==> config.mk <==
export PLATFORM = sky130hd
export DESIGN_NAME = eep_cr_reg
export DESIGN_NICKNAME = d
export VERILOG_FILES = /design/src/rtl/eep_cr_pkg.sv /design/src/rtl/eep_cr_nvtimer.sv /design/src/rtl/eep_cr_latches.sv /design/src/rtl/eep_cr_track.sv /design/src/rtl/eep_cr_reg.sv
export SDC_FILE = /design/constraint.sdc
export NUM_CORES = 1
export LEC_CHECK = 0
export BUFFER_PORTS_ARGS = -buffer_cell sky130_fd_sc_hd__buf_2
export CORE_ASPECT_RATIO = 1.5
export CORE_MARGIN = 5
export CORE_UTILIZATION = 42
export DETAILED_ROUTE_END_ITERATION = 10
export MAX_ROUTING_LAYER = met4
export PLACE_DENSITY = 0.63
export REMOVE_ABC_BUFFERS = 1
export SLEW_MARGIN = 30
export SYNTH_ARGS = -nofsm -noshare
export SYNTH_HDL_FRONTEND = slang
export SYNTH_SLANG_ARGS = --single-unit
==> constraint.sdc <==
create_clock -name clk -period 1.93 [get_ports clk]
set_clock_uncertainty 0.1 [all_clocks]
set_input_delay 0.386 -clock clk [delete_from_list [all_inputs] [get_ports clk]]
set_output_delay 0.386 -clock clk [all_outputs]
set_load 0.02 [all_outputs]
==> src/rtl/eep_cr_pkg.sv <==
// Package: shared types and helpers for the control-register path.
// Assumes: register byte layout is fixed by the decoding of neighbours.
package eep_cr_pkg;

    typedef enum logic [2:0] {
        OP_NONE,
        OP_SET_WEL,
        OP_SET_RWEL,
        OP_CLEAR,
        OP_COMMIT
    } cr_op_e;

    localparam int POS_WPEN = 7;
    localparam int POS_BP1  = 4;
    localparam int POS_BP0  = 3;
    localparam int POS_RWEL = 2;
    localparam int POS_WEL  = 1;
    localparam int POS_BP2  = 0;

    localparam logic [7:0] CODE_SET_WEL  = 8'h02;
    localparam logic [7:0] CODE_SET_RWEL = 8'h06;
    localparam logic [7:0] CODE_CLEAR    = 8'h00;

    // Decide what a register data byte does given the current latches.
    function automatic cr_op_e classify(input logic [7:0] d,
                                        input logic wel_i,
                                        input logic rwel_i);
        cr_op_e op;
        if (wel_i && rwel_i && !d[POS_RWEL])
            op = OP_COMMIT;
        else if (d == CODE_SET_WEL)
            op = OP_SET_WEL;
        else if (wel_i && d == CODE_SET_RWEL)
            op = OP_SET_RWEL;
        else if (wel_i && d == CODE_CLEAR)
            op = OP_CLEAR;
        else
            op = OP_NONE;
        return op;
    endfunction

    // Assemble the register byte from its fields.
    function automatic logic [7:0] pack_cr(input logic wpen_i,
                                           input logic [2:0] bp_i,
                                           input logic rwel_i,
                                           input logic wel_i);
        logic [7:0] v;
        v = 8'h00;
        v[POS_WPEN] = wpen_i;
        v[POS_BP2]  = bp_i[2];
        v[POS_BP1]  = bp_i[1];
        v[POS_BP0]  = bp_i[0];
        v[POS_RWEL] = rwel_i;
        v[POS_WEL]  = wel_i;
        return v;
    endfunction

endpackage

==> src/rtl/eep_cr_nvtimer.sv <==
// Module: busy timer standing in for the nonvolatile programming cycle.
// Assumes: nv_start never arrives while busy (the bus is refused then).
module eep_cr_nvtimer #(
    parameter int NV_CYCLES = 1000
) (
    input  logic clk,
    input  logic rst_n,
    input  logic nv_start,
    output logic busy,
    output logic nv_done
);
    localparam int CNT_W = (NV_CYCLES < 2) ? 1 : $clog2(NV_CYCLES);

    logic [CNT_W-1:0] cnt;
    logic             busy_q;

    // Last busy cycle: the stored bits update on this edge.
    assign nv_done = busy_q && (cnt == '0);
    assign busy    = busy_q;

    // Count down the programming interval.
    always_ff @(posedge clk) begin
        if (!rst_n) begin
            busy_q <= 1'b0;
            cnt    <= '0;
        end else if (nv_start) begin
            busy_q <= 1'b1;
            cnt    <= CNT_W'(NV_CYCLES - 1);
        end else if (busy_q) begin
            if (cnt == '0)
                busy_q <= 1'b0;
            else
                cnt <= cnt - 1'b1;
        end
    end
endmodule

==> src/rtl/eep_cr_latches.sv <==
// Module: enable latches, protection bits and the pending register write.
// Assumes: wr_fire marks an accepted register data byte; changes apply
// only at stop, a start discards them, a commit lands at nv_done.
module eep_cr_latches
    import eep_cr_pkg::*;
(
    input  logic       clk,
    input  logic       rst_n,
    input  logic       ev_start,
    input  logic       ev_stop,
    input  logic [7:0] byte_data,
    input  logic       wr_fire,
    input  logic       nv_done,
    output logic       accept,
    output logic       nv_start,
    output logic       ptr_undef,
    output logic       wel,
    output logic       rwel,
    output logic       wpen,
    output logic [2:0] bp
);
    cr_op_e     pend_op;
    logic [7:0] pend_val;
    logic [7:0] stage;

    // Acceptance of an incoming register byte under the current latches.
    assign accept   = (classify(byte_data, wel, rwel) != OP_NONE);
    // A commit begins exactly at the stop that closes its transaction.
    assign nv_start = ev_stop && (pend_op == OP_COMMIT);

    // Hold the pending operation, apply it at stop, land commits at done.
    always_ff @(posedge clk) begin
        if (!rst_n) begin
            wel       <= 1'b0;
            rwel      <= 1'b0;
            wpen      <= 1'b0;
            bp        <= 3'b000;
            pend_op   <= OP_NONE;
            pend_val  <= 8'h00;
            stage     <= 8'h00;
            ptr_undef <= 1'b0;
        end else begin
            ptr_undef <= ev_stop && (pend_op != OP_NONE);
            if (nv_done) begin
                wpen <= stage[POS_WPEN];
                bp   <= {stage[POS_BP2], stage[POS_BP1], stage[POS_BP0]};
                wel  <= 1'b0;
                rwel <= 1'b0;
            end
            if (ev_start) begin
                pend_op <= OP_NONE;
            end else if (ev_stop) begin
                case (pend_op)
                    OP_SET_WEL:  wel  <= 1'b1;
                    OP_SET_RWEL: rwel <= 1'b1;
                    OP_CLEAR: begin
                        wel  <= 1'b0;
                        rwel <= 1'b0;
                    end
                    OP_COMMIT:   stage <= pend_val;
                    default:     ;
                endcase
                pend_op <= OP_NONE;
            end else if (wr_fire) begin
                pend_op  <= classify(byte_data, wel, rwel);
                pend_val <= byte_data;
            end
        end
    end
endmodule

==> src/rtl/eep_cr_track.sv <==
// Module: per-transaction tracker; decides acknowledge and register reads.
// Assumes: byte_idx saturates at or above DATA_IDX; events are one-cycle
// pulses and never coincide.
module eep_cr_track
    import eep_cr_pkg::*;
#(
    parameter int IDX_W = 4
) (
    input  logic             clk,
    input  logic             rst_n,
    input  logic             ev_start,
    input  logic             ev_stop,
    input  logic             ev_byte,
    input  logic [IDX_W-1:0] byte_idx,
    input  logic [7:0]       byte_data,
    input  logic             ev_rd,
    input  logic             busy,
    input  logic             wel,
    input  logic             reg_accept,
    input  logic [7:0]       cr_value,
    output logic             wr_fire,
    output logic             ack_vld,
    output logic             ack,
    output logic             rd_reg_vld,
    output logic [7:0]       rd_data,
    output logic             ptr_clr
);
    localparam int ADDR_W   = 16;
    localparam int DATA_IDX = 3;
    localparam logic [ADDR_W-1:0] REG_ADDR = '1;

    logic       dead, is_rd, addr_hit, reg_rd, wr_taken;
    logic [7:0] addr_hi;
    logic       idx_slave, idx_addr, idx_data, ack_now, rd_fire;

    assign idx_slave = (byte_idx == '0);
    assign idx_data  = (byte_idx >= IDX_W'(DATA_IDX));
    assign idx_addr  = !idx_slave && !idx_data;

    // Acknowledge decision for the byte on the inputs this cycle.
    always_comb begin
        if (dead)
            ack_now = 1'b0;
        else if (idx_slave)
            ack_now = !busy;
        else if (idx_addr)
            ack_now = !is_rd;
        else
            ack_now = !is_rd && (addr_hit ? (!wr_taken && reg_accept) : wel);
    end

    assign wr_fire = ev_byte && idx_data && ack_now && addr_hit;
    assign rd_fire = ev_rd && is_rd && reg_rd && !dead;

    // Transaction state and registered outputs.
    always_ff @(posedge clk) begin
        if (!rst_n) begin
            dead       <= 1'b0;
            is_rd      <= 1'b0;
            addr_hit   <= 1'b0;
            reg_rd     <= 1'b0;
            wr_taken   <= 1'b0;
            addr_hi    <= 8'h00;
            ack_vld    <= 1'b0;
            ack        <= 1'b0;
            rd_reg_vld <= 1'b0;
            rd_data    <= 8'h00;
            ptr_clr    <= 1'b0;
        end else begin
            ack_vld    <= ev_byte;
            ack        <= ev_byte && ack_now;
            rd_reg_vld <= rd_fire;
            ptr_clr    <= rd_fire;
            if (rd_fire)
                rd_data <= cr_value;
            if (ev_start) begin
                dead     <= 1'b0;
                reg_rd   <= 1'b0;
                wr_taken <= 1'b0;
            end else if (ev_stop) begin
                dead     <= 1'b0;
                is_rd    <= 1'b0;
                addr_hit <= 1'b0;
                reg_rd   <= 1'b0;
                wr_taken <= 1'b0;
            end else if (ev_byte) begin
                if (!ack_now)
                    dead <= 1'b1;
                if (idx_slave) begin
                    is_rd    <= byte_data[0];
                    reg_rd   <= byte_data[0] && addr_hit && !busy;
                    addr_hit <= 1'b0;
                end else if (byte_idx == IDX_W'(1)) begin
                    addr_hi <= byte_data;
                end else if (byte_idx == IDX_W'(2)) begin
                    addr_hit <= ack_now && ({addr_hi, byte_data} == REG_ADDR);
                end else if (wr_fire) begin
                    wr_taken <= 1'b1;
                end
            end else if (rd_fire) begin
                dead   <= 1'b1;
                reg_rd <= 1'b0;
            end
        end
    end
endmodule

==> src/rtl/eep_cr_reg.sv <==
// Module: top of the control-register path of a two-wire serial memory.
// Assumes: a bus front end supplies decoded one-cycle events; all outputs
// are registered and respond one cycle after the event.
module eep_cr_reg
    import eep_cr_pkg::*;
#(
    parameter int NV_CYCLES = 1000,
    parameter int IDX_W     = 4
) (
    input  logic             clk,
    input  logic             rst_n,
    input  logic             ev_start,
    input  logic             ev_stop,
    input  logic             ev_byte,
    input  logic [IDX_W-1:0] byte_idx,
    input  logic [7:0]       byte_data,
    input  logic             ev_rd,
    output logic             ack_vld,
    output logic             ack,
    output logic             rd_reg_vld,
    output logic [7:0]       rd_data,
    output logic             busy,
    output logic             ptr_clr,
    output logic             ptr_undef,
    output logic             wel,
    output logic             rwel,
    output logic             wpen,
    output logic [2:0]       bp
);
    logic       wr_fire, reg_accept, nv_start, nv_done;
    logic [7:0] cr_value;

    // Current register image for readback.
    assign cr_value = pack_cr(wpen, bp, rwel, wel);

    eep_cr_track #(.IDX_W(IDX_W)) u_track (
        .clk(clk), .rst_n(rst_n),
        .ev_start(ev_start), .ev_stop(ev_stop),
        .ev_byte(ev_byte), .byte_idx(byte_idx), .byte_data(byte_data),
        .ev_rd(ev_rd), .busy(busy), .wel(wel),
        .reg_accept(reg_accept), .cr_value(cr_value),
        .wr_fire(wr_fire), .ack_vld(ack_vld), .ack(ack),
        .rd_reg_vld(rd_reg_vld), .rd_data(rd_data), .ptr_clr(ptr_clr)
    );

    eep_cr_latches u_latches (
        .clk(clk), .rst_n(rst_n),
        .ev_start(ev_start), .ev_stop(ev_stop),
        .byte_data(byte_data), .wr_fire(wr_fire), .nv_done(nv_done),
        .accept(reg_accept), .nv_start(nv_start), .ptr_undef(ptr_undef),
        .wel(wel), .rwel(rwel), .wpen(wpen), .bp(bp)
    );

    eep_cr_nvtimer #(.NV_CYCLES(NV_CYCLES)) u_timer (
        .clk(clk), .rst_n(rst_n),
        .nv_start(nv_start), .busy(busy), .nv_done(nv_done)
    );
endmodule

==> run_results.csv, run 1 <==
group,metric,value,unit
clock_network,root_buffer,"clkbuf_8",
timing,fin_ws,0.138,ns
timing,setup_violations,0,
power,power,1.82,mW
placement,gp_congestion,0.883,
cells_and_area,instances_no_fill,373,
critical_path,reg2reg_from,"u_timer.cnt[6]$_SDFFE_PN0P_",
clock_network,clk_latency,0.30,ns
critical_path,cp.required,2.03,ns
power,p_clk_share,36.0,%
placement,dp_hpwl,3.89,mm
floorplan,core_area,0.00516,sq mm
synth,ys_ff_latch,51,
clock_network,clockBufferDepth,2,
synth,synth_warnings,0,
global_routing,grt_pass1_vias,1931,
min_path,hold_class,"primary input to flip-flop",
critical_path,rr_worst_depth,4,
drt,wire_per_inst,13.6,microns
global_routing,grt_pass1_wl,8.79,mm
global_routing,grt_max_degree,25,
critical_path,crit_start,"u_timer.cnt[6]$_SDFFE_PN0P_",
drt,drt_wl_total,5.09,mm
drt,viasPerCell,5.29,
timing,min_period,1.79,ns
power,swShare,22.0,%
critical_path,cp-end-kind,"flip-flop",
floorplan,ios,38,
cells_and_area,finish.utilization,51.5,%
cells_and_area,drive_above_1_share,22.0,%
placement,post-place-cells,365,
global_routing,grt_antenna_before_repair,0,
placement,placed_area,0.00254,sq mm
cells_and_area,finalNetCount,323,
synth,yosysSeqAreaShare,45.6,%
critical_path,worst-path-max-fanout,7,
synth,syn_inst,260,
timing,slew_violations,0,
floorplan,start_util,43.4,%
power,p_comb_share,6.0,%
floorplan,die_y,99.4,microns
cells_and_area,layout_commonest_cell,"dfxtp_1",
critical_path,r2r_end,"u_latches.wel$_SDFF_PN0_",
global_routing,grt_remaining_overflow,0,
global_routing,grt_usage,15.8,%
placement,pre_cts_ws,-0.0303,ns
drt,first_pass_iters,4,
clock_network,clock-sinks,51,
timing,rsz0062_at_grt,"false",
timing,finalHoldViolations,0,
synth,yosysUniqueCellTypes,45,
clock_network,cts_resized,0,
timing,hold_ws,0.276,ns
critical_path,start_kind,"flip-flop",
synth,ys.flop_type,"dfxtp_1",
drt,vias,1972,
power,p_sw,0.400,mW
floorplan,die_area,0.00692,sq mm
floorplan,die_w,69.6,microns
clock_network,cts_tree,"done",
critical_path,path_class,"flip-flop to flip-flop",
clock_network,ctsHoldBuffers,0,
timing,post-route-period-util,92.8,%
timing,clock.fmax,0.558,GHz
drt,drt.antenna.violating_nets,0,
power,internal_power,1.42,mW
power,irDropWorstVdd,570,uV
clock_network,clk_pin_slew,0.09,ns
drt,drt_iter0_markers,37,
critical_path,worstPathArrival,1.89,ns
clock_network,cts_buffers,5,
min_path,hold_path_depth,3,
synth,synth.cell_area,0.00224,sq mm
cells_and_area,final_cell_mix,"dfxtp_1, nor2_1, buf_2",
power,pwr-share-seq,58.0,%
cells_and_area,area_delta_synth_final,18.7,%
cells_and_area,antenna_cells,0,
critical_path,endpoint,"u_latches.wel$_SDFF_PN0_",
synth,async_flop_share,0,%
power,p_per_area,684,mW/mm^2
power,p_leak,1.15,nW
clock_network,cts_setup_buffers,0,
drt,drcViolationCount,0,
cells_and_area,final_area,0.00266,sq mm
status,status,"finished clean",
run,max_cap_violations,0,
cells_and_area,fillers,503,
floorplan,rows,32,
synth,syn_avg_cell_area,8.61,sq um
placement,port_buffers,35,
timing,final.setup.tns,0,ns
critical_path,rrSetupSlack,0.14,ns
clock_network,htreeDepth,2,
synth,synth-edff-count,0,
cells in the mapped netlist (2+ instances only):
cell type	instances	share of area, %
a31oi_1	5	1.4
a311oi_1	2	0.78
inv_1	7	1.2
nand3_1	4	0.89
nor2_1	44	7.4
dfxtp_1	51	46
nor3_1	7	1.6
clkbuf_1	7	1.2
buf_2	2	0.45
a21oi_1	19	4.2
xnor2_1	3	1.2
nand4b_1	2	0.78
nor4_2	2	1.1
a211oi_1	2	0.67
nand4_1	10	2.8
nor4_1	5	1.4
nand3b_1	2	0.67
o21ai_0	11	2.5
nand2_1	25	4.2
xor2_1	2	0.78
buf_4	4	1.3
mux2i_1	21	9.4
final cells by class:
class	count	area, sq um	share of cell area [%]
timing repair buffer	49	280	10.5
sequential	51	1020	38.5
tap	68	85.1	3.20
inverter	9	33.8	1.27
clock buffer	8	100	3.77
multi-input combinational	188	1140	42.7
critical path: stages, from the launching register on:
cell and delay [ns]:
dfxtp_1 0.38, or4_1 0.56, or2_2 0.40, a31oi_1 0.19, nor2_1 0.05
state kept, by name (all words and copies together), names as in the netlist:
signal               flops
u_latches.stage          4
u_latches.pend_val       4
u_track.is_rd            1
u_latches.ptr_undef      1
u_timer.busy             1
u_latches.rwel           1
u_track.addr_hi          8
u_track.rd_data          6
u_latches.pend_op        3
u_latches.wel            1
u_track.rd_reg_vld       1
u_latches.bp             3
u_track.ack              1
u_latches.wpen           1
u_track.ack_vld          1
u_timer.cnt             10
u_track.dead             1
u_track.reg_rd           1
u_track.addr_hit         1
u_track.wr_taken         1
logic make-up after synthesis:
kind of cell,Yosys count,share of synthesized area (%)
AO/OA/AOI/OAI,48,13.1
XOR/XNOR,5,1.96
adder cells (fa/ha/maj),2,1.06
buffers and inverters,22,4.47
flip-flops,51,45.6
multiplexers,21,9.39
other,1,0.167
AND/OR/NAND/NOR,110,24.3
worst min path at each step:
stage / from / to / slack, ns
6_report: byte_data[5] / u_track.addr_hi[5]$_SDFFE_PN0P_ / 0.28
2_1_floorplan: u_latches.pend_val[0]$_SDFFE_PN0P_ / u_latches.stage[0]$_SDFFE_PN0P_ / 0.33
3_5_place_dp: u_latches.pend_val[0]$_SDFFE_PN0P_ / u_latches.stage[0]$_SDFFE_PN0P_ / 0.36
5_1_grt: byte_data[7] / u_track.addr_hi[7]$_SDFFE_PN0P_ / 0.30
3_3_place_gp: u_latches.pend_val[0]$_SDFFE_PN0P_ / u_latches.stage[0]$_SDFFE_PN0P_ / 0.35
4_1_cts: byte_data[5] / u_track.addr_hi[5]$_SDFFE_PN0P_ / 0.27
routing by layer:
metal / vias up / wire, microns / track usage (%)
met1: 904 / 2100 / 17.0
met4: 0 / 134 / 6.34
met5: - / 0 / -
li1: 1012 / - / -
met2: 42 / 2650 / 28.4
met3: 14 / 200 / 2.93
power groups by stage:
stage / clock network (mW) / logic, mW / registers [mW]
2_1_floorplan: 0 / 0.0396 / 1.08
3_3_place_gp: 0 / 0.109 / 1.08
3_5_place_dp: 0 / 0.109 / 1.08
4_1_cts: 0.683 / 0.109 / 1.06
5_1_grt: 0.733 / 0.119 / 1.06
6_report: 0.654 / 0.109 / 1.06
No activity file was read; power rests on OpenSTA's default activity.
==> run 2, diff against run 1 <==
--- a/config.mk
+++ b/config.mk
@@ -10,6 +10,7 @@
 export CORE_MARGIN = 5
 export CORE_UTILIZATION = 42
 export DETAILED_ROUTE_END_ITERATION = 10
+export GPL_TIMING_DRIVEN = 0
 export MAX_ROUTING_LAYER = met4
 export PLACE_DENSITY = 0.63
 export REMOVE_ABC_BUFFERS = 1
==> constraint.sdc (replaced) <==
create_clock -name clk -period 2 [get_ports clk]
set_clock_uncertainty 0.1 [all_clocks]
set_input_delay 0.4 -clock clk [delete_from_list [all_inputs] [get_ports clk]]
set_output_delay 0.4 -clock clk [all_outputs]
set_load 0.02 [all_outputs]
==> run 2 against run 1 <==
  * Wire length down 3.6%
  * Worst setup slack worse by 0.0038 ns
  * Utilization down 2.3 points
  * Critical path type unchanged
  * Critical endpoint is now u_latches.pend_val[0]$_SDFFE_PN0P_
  * Highest routed layer unchanged
==> run_results.csv, run 2 (synthesis results as in run 1) <==
group,metric,value,unit
min_path,hold_class,"primary input to flip-flop",
clock_network,ctsHoldBuffers,0,
cells_and_area,drive_above_1_share,18.2,%
critical_path,crit_start,"u_latches.wel$_SDFF_PN0_",
clock_network,root_buffer,"clkbuf_8",
floorplan,start_util,43.4,%
critical_path,crit_chain,"inv_2 > maj3_2 > o32a_2 > nor4_4 > buf_4 > mux2i_1",
clock_network,clock-sinks,51,
floorplan,die_w,69.6,microns
critical_path,path_class,"flip-flop to flip-flop",
cells_and_area,reg.largest.list,"u_timer.cnt: 10 flops, u_track.addr_hi: 8 flops, u_track.rd_data: 6 flops",
critical_path,rrSetupSlack,0.13,ns
cells_and_area,finalNetCount,310,
power,p_clk_share,34.7,%
clock_network,htreeDepth,2,
drt,vias,1907,
timing,rsz0062_at_grt,"false",
drt,drcViolationCount,0,
cells_and_area,regMostFlops,"u_timer.cnt",
global_routing,grt_pass1_vias,1828,
power,p_sw,0.388,mW
drt,first_pass_iters,4,
cells_and_area,seq_area,0.00102,sq mm
critical_path,rr_worst_depth,6,
timing,post-route-period-util,93.3,%
power,swShare,22.8,%
power,p_leak,1.08,nW
critical_path,r2r_end,"u_latches.pend_val[0]$_SDFFE_PN0P_",
drt,drt.antenna.violating_nets,0,
cells_and_area,final_cell_mix,"dfxtp_1, nor2_1, buf_2",
status,status,"finished clean",
timing,setup_violations,0,
critical_path,critPathSlowestCell,"dfxtp_1",
power,p_per_area,671,mW/mm^2
floorplan,die_area,0.00692,sq mm
drt,drt_iter0_markers,69,
timing,fin_ws,0.134,ns
power,irDropWorstVdd,362,uV
placement,gp_congestion,0.839,
drt,viasPerCell,5.31,
cells_and_area,multi_input_area,0.00113,sq mm
critical_path,reg2reg_from,"u_latches.wel$_SDFF_PN0_",
timing,finalHoldViolations,0,
critical_path,endpoint,"u_latches.pend_val[0]$_SDFFE_PN0P_",
cells_and_area,area_delta_synth_final,13.5,%
cells_and_area,layout_commonest_cell,"dfxtp_1",
global_routing,grt_pass1_wl,8.22,mm
global_routing,grt_usage,14.9,%
critical_path,cp-end-kind,"flip-flop",
global_routing,grt_remaining_overflow,0,
power,p_comb_share,5.5,%
critical_path,start_kind,"flip-flop",
drt,drt_wl_total,4.91,mm
critical_path,cp.required,2.14,ns
timing,slew_violations,0,
timing,relSlewSlack,58.7,%
clock_network,clk_latency,0.30,ns
cells_and_area,finish.utilization,49.2,%
run,max_cap_violations,0,
cells_and_area,fillers,525,
floorplan,rows,32,
clock_network,clk_pin_slew,0.09,ns
placement,dp_hpwl,3.62,mm
floorplan,core_area,0.00516,sq mm
power,pwr-share-seq,59.7,%
clock_network,clockBufferDepth,2,
drt,wire_per_inst,13.7,microns
placement,post-place-cells,351,
placement,pre_cts_ws,-0.0696,ns
cells_and_area,instances_no_fill,359,
timing,clock.fmax,0.536,GHz
critical_path,crit_path_max_incr_delay,0.52,ns
clock_network,cts_buffers,5,
timing,min_period,1.87,ns
critical_path,worstPathArrival,2.00,ns
floorplan,die_y,99.4,microns
cells_and_area,largest_reg_flops,10,
placement,port_buffers,35,
power,internal_power,1.32,mW
critical_path,worst-path-max-fanout,8,
floorplan,ios,38,
cells_and_area,antenna_cells,0,
global_routing,grt_max_degree,37,
clock_network,cts_tree,"done",
timing,worstMarginPinSlew,0.617,ns
global_routing,grt_antenna_before_repair,0,
run 2: cell types whose count changed in the layout (fill, tap and decap cells not counted):
| cell | previous run | this run |
|---|---|---|
| dfxtp_2 | 1 | 0 |
| dfxtp_1 | 50 | 51 |
| buf_4 | 14 | 1 |
| clkbuf_1 | 1 | 0 |
| nor4_1 | 4 | 5 |
| clkbuf_8 | 7 | 6 |
| nor4_2 | 3 | 2 |
| clkinv_2 | 0 | 2 |
| clkinv_1 | 1 | 0 |
run 2: how the worst min path moves through the flow:
stage,start,slack (ns),to,cells past startpoint
after floorplan,u_latches.pend_val[0]$_SDFFE_PN0P_,0.33,u_latches.stage[0]$_SDFFE_PN0P_,2
after global placement,u_latches.pend_val[0]$_SDFFE_PN0P_,0.35,u_latches.stage[0]$_SDFFE_PN0P_,2
final,byte_data[6],0.27,u_track.addr_hi[6]$_SDFFE_PN0P_,3
after CTS,byte_data[6],0.27,u_track.addr_hi[6]$_SDFFE_PN0P_,3
after detailed placement,u_latches.pend_val[0]$_SDFFE_PN0P_,0.35,u_latches.stage[0]$_SDFFE_PN0P_,2
after global routing,byte_data[5],0.28,u_track.addr_hi[5]$_SDFFE_PN0P_,3
run 2: power groups by stage:
stage               Combinational (mW)  Sequential (mW)  Clock, mW
finish                          0.0943             1.02      0.592
global route                     0.104             1.02      0.651
CTS                             0.0952             1.02      0.616
detailed placement              0.0951             1.04          0
global placement                0.0935             1.04          0
floorplan                       0.0382             1.04          0
run 2: final cells by class:
class / instances / share of cell area [%]
sequential: 51 / 40.2
multi-input combinational: 188 / 44.5
clock inverter: 1 / 0.197
tap: 68 / 3.35
timing repair buffer: 36 / 7.19
clock buffer: 6 / 3.25
inverter: 9 / 1.38
run 2: worst max-delay path: cells and delay by family, from the launching register on:
family                   cells  cell delay [ns]
flip-flops                   1             0.52
adder cells (fa/ha/maj)      1             0.32
buffers and inverters        2             0.26
AO/OA/AOI/OAI                1             0.26
AND/OR/NAND/NOR              1             0.19
multiplexers                 1             0.17
run 2: repair_timing:
| action | 4_1_cts | 5_1_grt |
|---|---|---|
| gates resized for setup | 0 | 1 |
| endpoints found under the setup margin | 0 | 5 |
| setup buffers | 0 | 1 |
run 2: through the flow:
stage | power, mW | hold slack [ns] | cell area (sq um) | setup TNS, ns
after detailed placement | 1.14 | 0.348 | 2440 | -0.310
after global routing | 1.77 | 0.283 | 2540 | 0
after CTS | 1.73 | 0.272 | 2530 | 0
after floorplan | 1.08 | 0.332 | 2180 | 0
after global placement | 1.14 | 0.346 | 2440 | -5.08
final | 1.70 | 0.274 | 2540 | 0
run 2: routing by layer:
| layer | global-route usage, % | wire length (microns) | vias up |
|---|---|---|---|
| met5 | - | 0 | - |
| met4 | 5.75 | 104 | 0 |
| met3 | 2.63 | 148 | 8 |
| met2 | 28.1 | 2640 | 29 |
| met1 | 15.2 | 2010 | 894 |
| li1 | - | - | 976 |
